[config.mk]
export PLATFORM = sky130hd
export DESIGN_NAME = qport_gpio
export DESIGN_NICKNAME = d
export VERILOG_FILES = /design/src/rtl/qport_pkg.sv /design/src/rtl/qport_rst_sync.sv /design/src/rtl/qport_sync.sv /design/src/rtl/qport_ana_decode.sv /design/src/rtl/qport_ctrl_reg.sv /design/src/rtl/qport_gpio.sv
export SDC_FILE = /design/constraint.sdc
export NUM_CORES = 1
export LEC_CHECK = 0
export BUFFER_PORTS_ARGS = -buffer_cell sky130_fd_sc_hd__buf_2
export CAP_MARGIN = 20
export CORE_MARGIN = 2
export CORE_UTILIZATION = 41
export CTS_CLUSTER_SIZE = 24
export DETAILED_ROUTE_END_ITERATION = 10
export GPL_TIMING_DRIVEN = 0
export MAX_ROUTING_LAYER = met4
export PLACE_DENSITY = 0.81
export SYNTH_ARGS = -nofsm -noshare
export SYNTH_HDL_FRONTEND = slang
export SYNTH_SLANG_ARGS = --single-unit
[constraint.sdc]
create_clock -name clk -period 1 [get_ports clk]
set_input_delay 0.15 -clock clk [delete_from_list [all_inputs] [get_ports clk]]
set_output_delay 0.15 -clock clk [all_outputs]
set_load 0.01 [all_outputs]
[src/rtl/qport_pkg.sv]
package qport_pkg;
  localparam logic ADDR_DATA = 1'b0;
  localparam logic ADDR_CTRL = 1'b1;

  localparam int CTRL_FIXED_ONE = 3;
  localparam int CTRL_MODE      = 4;
  localparam int CTRL_OVF       = 5;
  localparam int CTRL_OUT_FULL  = 6;
  localparam int CTRL_IN_FULL   = 7;
endpackage

[src/rtl/qport_rst_sync.sv]
module qport_rst_sync (
  input  logic clk,
  input  logic rst_n,
  output logic rst_n_sync
);
  logic [1:0] stg_q;

  always_ff @(posedge clk or negedge rst_n) begin
    if (!rst_n) stg_q <= 2'b00;
    else        stg_q <= {stg_q[0], 1'b1};
  end

  assign rst_n_sync = stg_q[1];
endmodule

[src/rtl/qport_sync.sv]
module qport_sync #(
  parameter int W      = 4,
  parameter int STAGES = 2
) (
  input  logic         clk,
  input  logic         rst_n,
  input  logic [W-1:0] d,
  output logic [W-1:0] q
);
  logic [W-1:0] stg_q [STAGES];

  for (genvar s = 0; s < STAGES; s++) begin : g_stage
    logic [W-1:0] stg_d;
    if (s == 0) begin : g_first
      assign stg_d = d;
    end else begin : g_next
      assign stg_d = stg_q[s-1];
    end
    always_ff @(posedge clk or negedge rst_n) begin
      if (!rst_n) stg_q[s] <= '0;
      else        stg_q[s] <= stg_d;
    end
  end

  assign q = stg_q[STAGES-1];
endmodule

[src/rtl/qport_ana_decode.sv]
module qport_ana_decode #(
  parameter int IO_PINS = 3,
  parameter int CFG_W   = 4
) (
  input  logic [CFG_W-1:0]   cfg,
  output logic [IO_PINS-1:0] ana_mask
);
  localparam int CFG_TOP = (1 << CFG_W) - 1;

  for (genvar k = 0; k < IO_PINS; k++) begin : g_pin
    localparam int LIMIT = CFG_TOP - k;
    assign ana_mask[k] = (int'(cfg) < LIMIT);
  end

  always_comb begin
    for (int k = 1; k < IO_PINS; k++) begin
      // analog pins always form a contiguous run from pin 0 upward
      assert_ana_contiguous_R7: assert (!ana_mask[k] || ana_mask[k-1]);
    end
  end
endmodule

[src/rtl/qport_ctrl_reg.sv]
module qport_ctrl_reg
  import qport_pkg::*;
#(
  parameter int IO_PINS = 3,
  parameter int DATA_W  = 8
) (
  input  logic               clk,
  input  logic               rst_n,
  input  logic               wr_en,
  input  logic [DATA_W-1:0]  wdata,
  input  logic               in_full,
  input  logic               out_full,
  input  logic               ovf_set,
  output logic [IO_PINS-1:0] dir,
  output logic               mode,
  output logic [DATA_W-1:0]  rdata
);
  logic [IO_PINS-1:0] dir_q, dir_d;
  logic               mode_q, mode_d;
  logic               ovf_q, ovf_d;
  logic               ovf_clr;

  always_comb begin
    dir_d   = dir_q;
    mode_d  = mode_q;
    ovf_clr = wr_en && !wdata[CTRL_OVF];
    if (wr_en) begin
      dir_d  = wdata[IO_PINS-1:0];
      mode_d = wdata[CTRL_MODE];
    end
    ovf_d = ovf_set || (ovf_q && !ovf_clr);
  end

  always_ff @(posedge clk or negedge rst_n) begin
    if (!rst_n) begin
      dir_q  <= '1;
      mode_q <= 1'b0;
      ovf_q  <= 1'b0;
    end else begin
      dir_q  <= dir_d;
      mode_q <= mode_d;
      ovf_q  <= ovf_d;
    end
  end

  always_comb begin
    rdata                 = '0;
    rdata[IO_PINS-1:0]    = dir_q;
    rdata[CTRL_FIXED_ONE] = 1'b1;
    rdata[CTRL_MODE]      = mode_q;
    rdata[CTRL_OVF]       = ovf_q;
    rdata[CTRL_OUT_FULL]  = out_full;
    rdata[CTRL_IN_FULL]   = in_full;
  end

  assign dir  = dir_q;
  assign mode = mode_q;

  assert_dir_write_R2: assert property (@(posedge clk) disable iff (!rst_n)
    wr_en |=> dir_q == $past(wdata[IO_PINS-1:0]));

  assert_ovf_set_R10: assert property (@(posedge clk) disable iff (!rst_n)
    ovf_set |=> ovf_q);

  assert_ovf_sticky_R10: assert property (@(posedge clk) disable iff (!rst_n)
    (ovf_q && !(wr_en && !wdata[CTRL_OVF])) |=> ovf_q);
endmodule

[src/rtl/qport_gpio.sv]
module qport_gpio
  import qport_pkg::*;
#(
  parameter int PINS        = 4,
  parameter int DATA_W      = 8,
  parameter int CFG_W       = 4,
  parameter int SYNC_STAGES = 2
) (
  input  logic              clk,
  input  logic              rst_n,
  input  logic              bus_we,
  input  logic              bus_addr,
  input  logic [DATA_W-1:0] bus_wdata,
  output logic [DATA_W-1:0] bus_rdata,
  input  logic [CFG_W-1:0]  ana_cfg,
  input  logic [PINS-1:0]   pin_in,
  output logic [PINS-2:0]   pin_out,
  output logic [PINS-2:0]   pin_oe,
  input  logic              slv_in_full,
  input  logic              slv_out_full,
  input  logic              slv_ovf_set,
  output logic              slv_mode
);
  localparam int IO_PINS = PINS - 1;

  logic               rst_n_s;
  logic [PINS-1:0]    pin_sync;
  logic [IO_PINS-1:0] ana_mask;
  logic [IO_PINS-1:0] dir;
  logic               mode;
  logic [DATA_W-1:0]  ctrl_rdata;
  logic [IO_PINS-1:0] lat_q;
  logic               data_we, ctrl_we;

  assign data_we = bus_we && (bus_addr == ADDR_DATA);
  assign ctrl_we = bus_we && (bus_addr == ADDR_CTRL);

  qport_rst_sync i_rst (.clk(clk), .rst_n(rst_n), .rst_n_sync(rst_n_s));

  qport_sync #(.W(PINS), .STAGES(SYNC_STAGES)) i_sync (
    .clk(clk), .rst_n(rst_n_s), .d(pin_in), .q(pin_sync));

  qport_ana_decode #(.IO_PINS(IO_PINS), .CFG_W(CFG_W)) i_ana (
    .cfg(ana_cfg), .ana_mask(ana_mask));

  qport_ctrl_reg #(.IO_PINS(IO_PINS), .DATA_W(DATA_W)) i_ctrl (
    .clk(clk), .rst_n(rst_n_s), .wr_en(ctrl_we), .wdata(bus_wdata),
    .in_full(slv_in_full), .out_full(slv_out_full), .ovf_set(slv_ovf_set),
    .dir(dir), .mode(mode), .rdata(ctrl_rdata));

  // output latches carry no reset; they only matter once written
  always_ff @(posedge clk) begin
    if (data_we) lat_q <= bus_wdata[IO_PINS-1:0];
  end

  assign pin_out  = lat_q;
  assign pin_oe   = mode ? '0 : ~dir;
  assign slv_mode = mode;

  always_comb begin
    bus_rdata = '0;
    if (bus_addr == ADDR_CTRL) begin
      bus_rdata = ctrl_rdata;
    end else begin
      bus_rdata[IO_PINS-1:0] = pin_sync[IO_PINS-1:0] & ~ana_mask;
      bus_rdata[PINS-1]      = pin_sync[PINS-1];
    end
  end

  assert_latch_write_R4: assert property (@(posedge clk) disable iff (!rst_n_s)
    data_we |=> pin_out == $past(bus_wdata[IO_PINS-1:0]));

  assert_slave_no_drive_R8: assert property (@(posedge clk) disable iff (!rst_n_s)
    (ctrl_we && bus_wdata[CTRL_MODE]) |=> (pin_oe == '0 && slv_mode));

  assert_out_drive_R2: assert property (@(posedge clk) disable iff (!rst_n_s)
    (ctrl_we && !bus_wdata[CTRL_MODE]) |=> pin_oe == ~$past(bus_wdata[IO_PINS-1:0]));
endmodule

* Yosys cells after proc, flatten, opt, wreduce, memory -nomap -nowiden
Index checks and enable logic that the tools add are counted.
** Word-level totals
- Bits in registers :: 18
- Input bits :: 23
- Output and inout bits :: 15
- Logic and storage cells :: 24
** Operators by class
- $lt $le $gt $ge :: 3
- Muxes and demuxes :: 3
- Bitwise operators :: 4
- Reductions and logical operators :: 7
** Operators by type and width (number)
- 4-bit less-than comparator (second input constant) :: 3
- 4-bit two-way mux :: 2
- 3-bit NOT :: 2
- 1-bit logical AND :: 4
- 3-bit AND :: 1
- 3-bit two-way mux :: 1
- 1-bit logical NOT :: 2
- 1-bit logical OR :: 1
- 1-bit NOT :: 1

* Longest topological paths before layout
Gate-level depths: netlist of run 1.
- Word-level depth :: 5
- Mapped depth :: 3
- Gate-level depth less buffers :: 2

* By module
From an unflattened synthesis of run 1, not the netlist that was laid out.
** Second synthesis, totals
- Cells, all modules :: 57
- Area total of the unflattened synthesis :: 748.2 um^2
** Modules (own cells, without submodules)
- qport_ctrl_reg :: times used 1, cells an instance 20, area an instance 251.5 um^2, sequential area each 128.9 um^2
- qport_gpio :: times used 1, cells an instance 23, area an instance 219.0 um^2, sequential area each 90.1 um^2
- qport_sync :: times used 1, cells an instance 8, area an instance 200.2 um^2, sequential area each 200.2 um^2
- qport_rst_sync :: times used 1, cells an instance 3, area an instance 53.8 um^2, sequential area each 50.0 um^2
- qport_ana_decode :: times used 1, cells an instance 3, area an instance 23.8 um^2, sequential area each 0.0 um^2

* Least setup slack after synthesis of run 1
OpenSTA, ideal clock, no wires.
- Path type :: reg2out
- Start :: register i_ctrl.dir_q[2], in the netlist i_ctrl.dir[2]
- End :: output bus_rdata[2]
- Arrival :: 690 ps
- Required time :: 850 ps
- Path slack :: 160 ps
- Cell stages (with the launch flop) :: 3
- Path buffers :: 0
- Cell sequence :: dfstp_2 nand2_1 o21ai_0
** On the way
- Longest elaborated chain between the ends :: 1
** Ends and longest elaborated chain
- start: declaration :: RTL line qport_ctrl_reg.sv:18 : logic [IO_PINS-1:0] dir_q, dir_d;
- start signal: assignment :: RTL line qport_ctrl_reg.sv:40 : dir_q <= dir_d;
- 4-bit two-way mux :: RTL line qport_gpio.sv:62 : if (bus_addr == ADDR_CTRL) begin
- end: declaration :: RTL line qport_gpio.sv:14 : output logic [DATA_W-1:0] bus_rdata,
No other way between the ends.

* Worst setup path after layout of run 1
- Start :: register i_ctrl.dir_q[0], in the netlist i_ctrl.dir[0]
- End :: output pin_oe[0]
** On the way
- Longest elaborated chain between the ends :: 2
** Ends and longest elaborated chain
- 3-bit NOT :: RTL line qport_gpio.sv:57 : assign pin_oe = mode ? '0 : ~dir;
- 3-bit two-way mux :: RTL line qport_gpio.sv:57
- end: declaration :: RTL line qport_gpio.sv:18 : output logic [PINS-2:0] pin_oe,
No other way between the ends.

==> results of run 1 <==
-- power breakdown --
group | internal, uW | switching (uW) | total, uW
logic | 164 | 115 | 279
clock network | 221 | 215 | 437
registers | 815 | 42.9 | 858
total | 1200 | 373 | 1570
-- layer usage --
layer / vias up / track usage / routed length (um)
li1: 246 / - / -
met1: 238 / 0.1505 / 507
met2: 19 / 0.2824 / 704
met3: 2 / 0.03673 / 81
met4: 0 / 0.07273 / 6
met5: - / - / 0
-- sequential cells by signal (all words and copies together), names as in the netlist --
| name | count |
|---|---|
| i_sync.q | 4 |
| i_ctrl.mode | 1 |
| pin_out | 3 |
| i_ctrl.dir | 3 |
| i_sync.g_stage.stg_d | 4 |
| i_rst.stg_q | 2 |
| i_ctrl.ovf_q | 1 |
-- cell usage after synthesis --
master	instances
dfrtp_1	12
and2_1	4
mux2_4	4
nand2_1	4
dfstp_2	3
edfxtp_1	3
nor2_1	3
o21ai_0	2
a21o_1	1
and2b_1	1
buf_2	1
conb_1	1
nand2_2	1
nand3_1	1
nand3b_1	1
nand4_1	1
o2111ai_1	1
o31ai_1	1
or2_2	1
-- stage by stage --
stage	std cells	hold slack, ns
floorplan	46	-0.1456
global placement	96	-0.06374
detailed placement	96	-0.06150
CTS	107	0.02095
global route	108	0.02720
finish	108	0.03231
-- placed cells by master (no fill, tap or decap), drive strengths merged --
cell type / count
mux2: 4
nand3: 1
dfrtp: 12
dlygate4sd3: 5
dfstp: 3
o21ai: 2
nand3b: 1
o31ai: 1
nand2: 5
and2b: 1
clkbuf: 4
nand4: 1
a21o: 1
nor2: 3
conb: 1
edfxtp: 3
o2111ai: 1
or2: 1
and2: 4
buf: 38
-- critical path, stage by stage, from the launching register on --
cell     delay (ns)
dfstp_2        0.57
buf_4          0.11
nor2_1         0.03
buf_2          0.13
-- area by class of cell --
| class | instances | area [um^2] |
|---|---|---|
| Buffer | 1 | 5.005 |
| Clock buffer | 4 | 36.28 |
| Fill cell | 120 | 521.8 |
| Multi-Input combinational cell | 27 | 197.7 |
| Sequential cell | 18 | 470.5 |
| Tap cell | 16 | 20.02 |
| Timing Repair Buffer | 42 | 255.2 |
-- cell families after synthesis --
family	count (synthesis)
buffers and inverters	1
DFF	18
muxes	4
AOI/OAI and AO/OA	5
and+or+nand+nor	17
other	1
-- worst paths after layout --
kind	start	endpoint	slack, ns	cells after the start
max	i_ctrl.dir[0]$_DFFE_PN1P_	pin_oe[0]	-0.28	3
min	slv_ovf_set	i_ctrl.ovf_q$_DFF_PN0_	0.03	2
max reg2reg	i_ctrl.dir[0]$_DFFE_PN1P_	i_ctrl.dir[0]$_DFFE_PN1P_	0.14	2
min reg2reg	i_rst.stg_q[1]$_DFF_PN0_	i_ctrl.ovf_q$_DFF_PN0_	0.22	0
max in group asynchronous	i_rst.stg_q[1]$_DFF_PN0_	i_ctrl.mode$_DFFE_PN0P_	0.40	0
min in group asynchronous	rst_n	i_rst.stg_q[0]$_DFF_PN0_	0.17	2
-- repair_timing --
action                     CTS  global route
hold buffers                 5             0
setup endpoints to repair   10            11
setup buffers                2             1
pin swaps                    2             0
hold endpoints to repair     6             0
gates resized for setup      1             7
==> results.json, run 1 <==
{
  "synth_nets": 69,
  "fin_tns_setup_ns": -1.828,
  "drv_slew": 0,
  "antenna_cells_inserted": 0,
  "fin_nets": 116,
  "routedWlPerCell_um": 12.02,
  "critPathMaxFanout": 2,
  "wl_mm": 1.298,
  "status": "complete, but fails checks",
  "clock.fmax_mhz": 779.7,
  "synthTopCellsByArea": "dfrtp_1, edfxtp_1, dfstp_2",
  "finalWorstSetupSlack_ns": -0.2825,
  "cts_tree": "yes",
  "cp_data_arrival_time_ns": 1.13,
  "rows": 14,
  "rsz0062_at_grt": "yes",
  "drt_iter0_drc": 12,
  "hp-class": "in2reg",
  "final_core_util": 0.6537,
  "cts_sinks": 18,
  "placed_area_um2": 852.1,
  "setup_viol": 10,
  "area_growth_pct": 48.77,
  "timing.max_cap.violations": 0,
  "boundaryPins": 38,
  "grt.total_usage": 0.1542,
  "clk_pin_slew_ns": 0.10,
  "drive_above_1_share": 0.5870,
  "violations": "setup timing",
  "via_count": 505,
  "clk_latency_ns": 0.29,
  "pre_cts_ws_ns": -0.03368,
  "hpwl_um": 937.4,
  "syn_inst": 46,
  "power_density_nw_per_um2": 1598,
  "dieHeight_um": 44.18,
  "syn_area_per_cell_um2": 14.39,
  "grt_pass1_vias": 512,
  "clockRootBuffer": "clkbuf_4",
  "ir_worst_vdd_mv": 0.7816,
  "first_pass_iters": 4,
  "cts_buffers": 3,
  "die_w_um": 44.18,
  "cp-start-kind": "flop",
  "clockBufferDepth": 2,
  "period_share": 1.282,
  "worstPathRequired_ns": 0.85,
  "syn_area_um2": 661.9,
  "grt_pass1_wl_mm": 2.056,
  "initial_core_util": 0.4394,
  "grt_overflow": 0,
  "relSlewSlack": 0.6526,
  "worst-slew-pin-transition_ns": 0.5211,
  "end_kind": "output pin",
  "gp_congestion": 0.7895,
  "final-hold-violation-count": 0,
  "antenna_found_initial": 0,
  "ys_types": 19,
  "htree_levels": 1,
  "muxShareOfSynthArea": 0.09074,
  "grt_max_degree": 14,
  "yosysTopAreaCell": "dfrtp_1",
  "min_period_ns": 1.282,
  "seq_area_frac_synth": 0.7089,
  "die_area_um2": 1952,
  "io_buffers": 34,
  "finalPower_uw": 1574,
  "synth_top_area_frac": 0.4537,
  "synthAdderAreaFrac": 0,
  "viasPerCell": 4.676,
  "ant_nets": 0,
  "synthSimpleGateAreaFrac": 0.1361,
  "p_leak_uw": 0.0004896,
  "synth_top_family_by_area": "simple AND/OR/NAND/NOR gates",
  "skew_ns": 0.009027,
  "design_area_um2": 984.7,
  "core-area_um2": 1506,
  "synth-compound-area-share": 0.05104,
  "path_class": "reg2out",
  "synth_seq_cells": 18,
  "ys.warnings.count": 0,
  "synth-xor-area-share": 0,
  "drcViolationCount": 0
}
No activity file was read; power rests on OpenSTA's default activity.
==> inputs of run 2 (changes only) <==
Settings changed: CTS_CLUSTER_DIAMETER from default to 80, PLACE_DENSITY 0.81 to 0.87.
==> run 2 against run 1 <==
- the flow still finishes with violations (setup timing)
- first-iteration DRC count down 83%
- clock power fell by 20%
- utilization decreased by 2.3 points
- maximum frequency is 1.3% higher
- design area shrank 3.6%
- routed wire length down 10%
- global-route usage fell by 0.47 points
- flip-flop and latch count unchanged
- hold slack better by 0.0091 ns
- critical path depth stayed put
- setup slack improved by 0.016 ns
- largest cell class unchanged
- largest power group unchanged
- highest routed layer is now met3
==> results.json, run 2 (same netlist as run 1, synthesis figures left out) <==
{
  "status": "complete, but fails checks",
  "violations": "setup timing",
  "drt_iter0_drc": 2,
  "cp_slowest_cell": "dfstp_2",
  "wl_mm": 1.165,
  "hpwl_um": 901.4,
  "htree_levels": 1,
  "drv_slew": 0,
  "viasPerCell": 4.458,
  "final-hold-violation-count": 0,
  "final_core_util": 0.6304,
  "cp-start-kind": "flop",
  "dpl.cell_count": 96,
  "path_cells": "nand2_1, o31ai_1, buf_2",
  "p_leak_uw": 0.0004754,
  "final_cell_mix": "buf_2, dfrtp_1, dlygate4sd3_1",
  "cp_data_arrival_time_ns": 1.12,
  "power_density_nw_per_um2": 1536,
  "fin_tns_setup_ns": -1.652,
  "setup_viol": 10,
  "period_share": 1.266,
  "die_w_um": 44.18,
  "boundaryPins": 38,
  "reg2reg_from": "i_ctrl.dir[2]$_DFFE_PN1P_",
  "finalWorstSetupSlack_ns": -0.2663,
  "hp-class": "in2reg",
  "die_area_um2": 1952,
  "placed_area_um2": 852.1,
  "fin_nets": 115,
  "via_count": 477,
  "drive_above_1_share": 0.5385,
  "initial_core_util": 0.4394,
  "critPathMaxFanout": 3,
  "reg2reg_slack_ns": 0.17,
  "clk_latency_ns": 0.28,
  "hp-start": "slv_ovf_set",
  "worstPathRequired_ns": 0.85,
  "antenna_found_initial": 0,
  "clk_pin_slew_ns": 0.09,
  "grt_pass1_vias": 508,
  "antenna_cells_inserted": 0,
  "design_area_um2": 949.7,
  "end_kind": "output pin",
  "dieHeight_um": 44.18,
  "grt_overflow": 0,
  "io_buffers": 34,
  "worstRegToRegCells": 2,
  "clockRootBuffer": "clkbuf_4",
  "core-area_um2": 1506,
  "first_pass_iters": 2,
  "final_cell_count_no_fill": 107,
  "cts_tree": "yes",
  "grt_pass1_wl_mm": 1.987,
  "ir_worst_vdd_mv": 0.7079,
  "cts_buffers": 3,
  "gp_congestion": 0.7857,
  "whs_endpoint": "i_ctrl.ovf_q$_DFF_PN0_",
  "clockBufferDepth": 2,
  "rr_endpoint": "i_ctrl.dir[2]$_DFFE_PN1P_",
  "max_stage_delay_ns": 0.56,
  "drcViolationCount": 0,
  "cts_sinks": 18,
  "clock.fmax_mhz": 789.7,
  "grt.total_usage": 0.1495,
  "routedWlPerCell_um": 10.89,
  "rows": 14,
  "timing.max_cap.violations": 0,
  "min_period_ns": 1.266,
  "final_common_cell": "buf_2",
  "finalPower_uw": 1459,
  "area_growth_pct": 43.48,
  "rsz0062_at_grt": "yes",
  "grt_max_degree": 14,
  "skew_ns": 0.005904,
  "hold_path_depth": 2,
  "ant_nets": 0,
  "path_class": "reg2out"
}
-- run 2: cell type report --
| cell class | instances | area [um^2] |
|---|---|---|
| clock buffer | 4 | 26.28 |
| timing repair buffer | 41 | 241.5 |
| tap | 16 | 20.02 |
| multi-input combinational | 27 | 187.7 |
| buffer | 1 | 5.005 |
| fill | 125 | 556.8 |
| sequential | 18 | 469.2 |
-- run 2: report_power, final --
part | switching [uW] | leakage (uW) | internal (uW)
clock | 194 | 0.0000150 | 155
combinational | 106 | 0.000263 | 151
sequential | 39.5 | 0.000197 | 814
-- run 2: routing by layer --
| metal | GRT usage | up-vias | wire length, um |
|---|---|---|---|
| met5 | - | - | 0 |
| met4 | 0.05455 | 0 | 0 |
| met1 | 0.1471 | 212 | 441 |
| li1 | - | 248 | - |
| met2 | 0.2676 | 17 | 649 |
| met3 | 0.05306 | 0 | 73 |
-- run 2: worst max path at each step --
stage / start / endpoint / slack (ns)
after floorplan: i_ctrl.dir[2]$_DFFE_PN1P_ / bus_rdata[2] / 0.16
after global placement: bus_addr / bus_rdata[0] / -0.008
after detailed placement: bus_addr / bus_rdata[0] / -0.002
after CTS: i_ctrl.dir[0]$_DFFE_PN1P_ / bus_rdata[0] / -0.29
after global routing: i_ctrl.dir[0]$_DFFE_PN1P_ / bus_rdata[0] / -0.33
final: i_ctrl.dir[0]$_DFFE_PN1P_ / bus_rdata[0] / -0.27
-- run 2: critical path, delay by kind of cell, from the launching register on --
kind                   cells  cell delay, ns
AOI/OAI and AO/OA          1            0.06
and+or+nand+nor            1            0.05
DFF                        1            0.56
buffers and inverters      1            0.17
-- run 2: through the flow --
stage | worst slack [ns] | hold slack [ns]
after floorplan | 0.1600 | -0.1456
after global routing | -0.3331 | 0.03028
final | -0.2663 | 0.04139
after detailed placement | -0.001530 | -0.06258
after global placement | -0.007575 | -0.06415
after CTS | -0.2851 | 0.03301
-- run 2: what timing repair did --
item | in CTS | in global routing
hold endpoints to repair | 6 | 0
resized for setup | 1 | 0
pin swaps | 2 | 0
buffers inserted | 2 | 0
setup endpoints to repair | 10 | 12
gates cloned | 0 | 0
hold buffers | 5 | 0
==> inputs of run 3 (changes only) <==
Settings changed: SKIP_CTS_REPAIR_TIMING from default to 1.
==> run 3 against run 2 <==
- the flow still finishes with violations (setup timing)
- setup slack barely moved
- non-clock buffer count is the same
- utilization unchanged
- maximum frequency is essentially flat
- combinational power is 3% lower
- critical path type unchanged
- critical endpoint unchanged
- highest routed layer unchanged
==> results.json, run 3 (same netlist as run 1, synthesis figures left out) <==
{
  "period_share": 1.266,
  "htree_levels": 1,
  "drive_above_1_share": 0.5385,
  "path_class": "reg2out",
  "hp-class": "in2reg",
  "drt_iter0_drc": 3,
  "fill_cells": 122,
  "final-hold-violation-count": 0,
  "via_count": 475,
  "drv_slew": 0,
  "cp_slowest_cell": "dfstp_2",
  "rows": 14,
  "power_density_nw_per_um2": 1530,
  "max_stage_delay_ns": 0.56,
  "core-area_um2": 1506,
  "die_w_um": 44.18,
  "fin_hold_ws_ns": 0.04128,
  "timing.max_cap.violations": 0,
  "clockRootBuffer": "clkbuf_4",
  "min_period_ns": 1.266,
  "drcViolationCount": 0,
  "finalWorstSetupSlack_ns": -0.2662,
  "crit_buf_inv": 1,
  "grt_overflow": 0,
  "routedWlPerCell_um": 10.87,
  "worstPathRequired_ns": 0.85,
  "cp-start-kind": "flop",
  "final_common_cell": "buf_2",
  "p_leak_uw": 0.0004749,
  "violations": "setup timing",
  "hpwl_um": 901.4,
  "crit_family": "flip-flops",
  "fin_nets": 115,
  "clockBufferDepth": 2,
  "ant_nets": 0,
  "grt_pass1_wl_mm": 1.890,
  "grt_max_degree": 14,
  "fin_tns_setup_ns": -1.668,
  "first_pass_iters": 2,
  "cts_sinks": 18,
  "path_cells": "nand2_1, o31ai_1, buf_2",
  "cts_buffers": 3,
  "cp_data_arrival_time_ns": 1.12,
  "antenna_found_initial": 0,
  "final_cell_mix": "buf_2, dfrtp_1, dlygate4sd3_1",
  "area_growth_pct": 43.48,
  "end_kind": "output pin",
  "viasPerCell": 4.439,
  "dieHeight_um": 44.18,
  "ir_worst_vdd_mv": 0.7139,
  "boundaryPins": 38,
  "clock.fmax_mhz": 789.8,
  "dpl.cell_count": 96,
  "io_buffers": 34,
  "skew_ns": 0.005844,
  "clk_pin_slew_ns": 0.09,
  "critPathMaxFanout": 3,
  "wl_mm": 1.163,
  "initial_core_util": 0.4394,
  "grt.total_usage": 0.1423,
  "final_cell_count_no_fill": 107,
  "rsz0062_at_grt": "yes",
  "die_area_um2": 1952,
  "gp_congestion": 0.7857,
  "setup_viol": 10,
  "status": "complete, but fails checks",
  "clk_latency_ns": 0.28,
  "antenna_cells_inserted": 0,
  "cts_tree": "yes",
  "grt_pass1_vias": 479
}
-- run 3: per-layer routing --
| layer | routed length (um) | track usage |
|---|---|---|
| met1 | 448 | 0.1417 |
| met2 | 643 | 0.2500 |
| met3 | 71 | 0.05306 |
| met4 | 0 | 0.05455 |
| met5 | 0 | - |
-- run 3: worst paths after layout --
check	depth (start not counted)	end	startpoint	slack, ns
max	3	bus_rdata[0]	i_ctrl.dir[0]$_DFFE_PN1P_	-0.27
min	2	i_ctrl.ovf_q$_DFF_PN0_	slv_ovf_set	0.04
max reg2reg	2	i_ctrl.dir[2]$_DFFE_PN1P_	i_ctrl.dir[2]$_DFFE_PN1P_	0.18
min reg2reg	0	i_ctrl.ovf_q$_DFF_PN0_	i_rst.stg_q[1]$_DFF_PN0_	0.21
max in group asynchronous	0	i_ctrl.dir[1]$_DFFE_PN1P_	i_rst.stg_q[1]$_DFF_PN0_	0.43
min in group asynchronous	2	i_rst.stg_q[1]$_DFF_PN0_	rst_n	0.17
-- run 3: stage by stage --
stage	utilization	setup WS (ns)	instance area, um^2	total power [uW]
CTS	0.5831	-0.2851	878.3	1450
global placement	0.5656	-0.007575	852.1	1087
detailed placement	0.5656	-0.001530	852.1	1095
finish	0.6304	-0.2662	949.7	1453
global route	0.6304	-0.3331	949.7	1555
floorplan	-	0.1600	661.9	976.4
-- run 3: layout make-up --
type / count / area, um^2 / share of cell area
flip-flops and latches: 18 / 469.2 / 0.4941
multi-input cells: 27 / 187.7 / 0.1976
repair buffers: 41 / 241.5 / 0.2543
plain buffers: 1 / 5.005 / 0.005270
well taps: 16 / 20.02 / 0.02108
clock buffers: 4 / 26.28 / 0.02767
-- run 3: power breakdown --
group	switching (uW)	internal [uW]	total, uW
combinational	104	146	250
sequential	40.0	814	854
clock	194	155	349
total	338	1110	1450
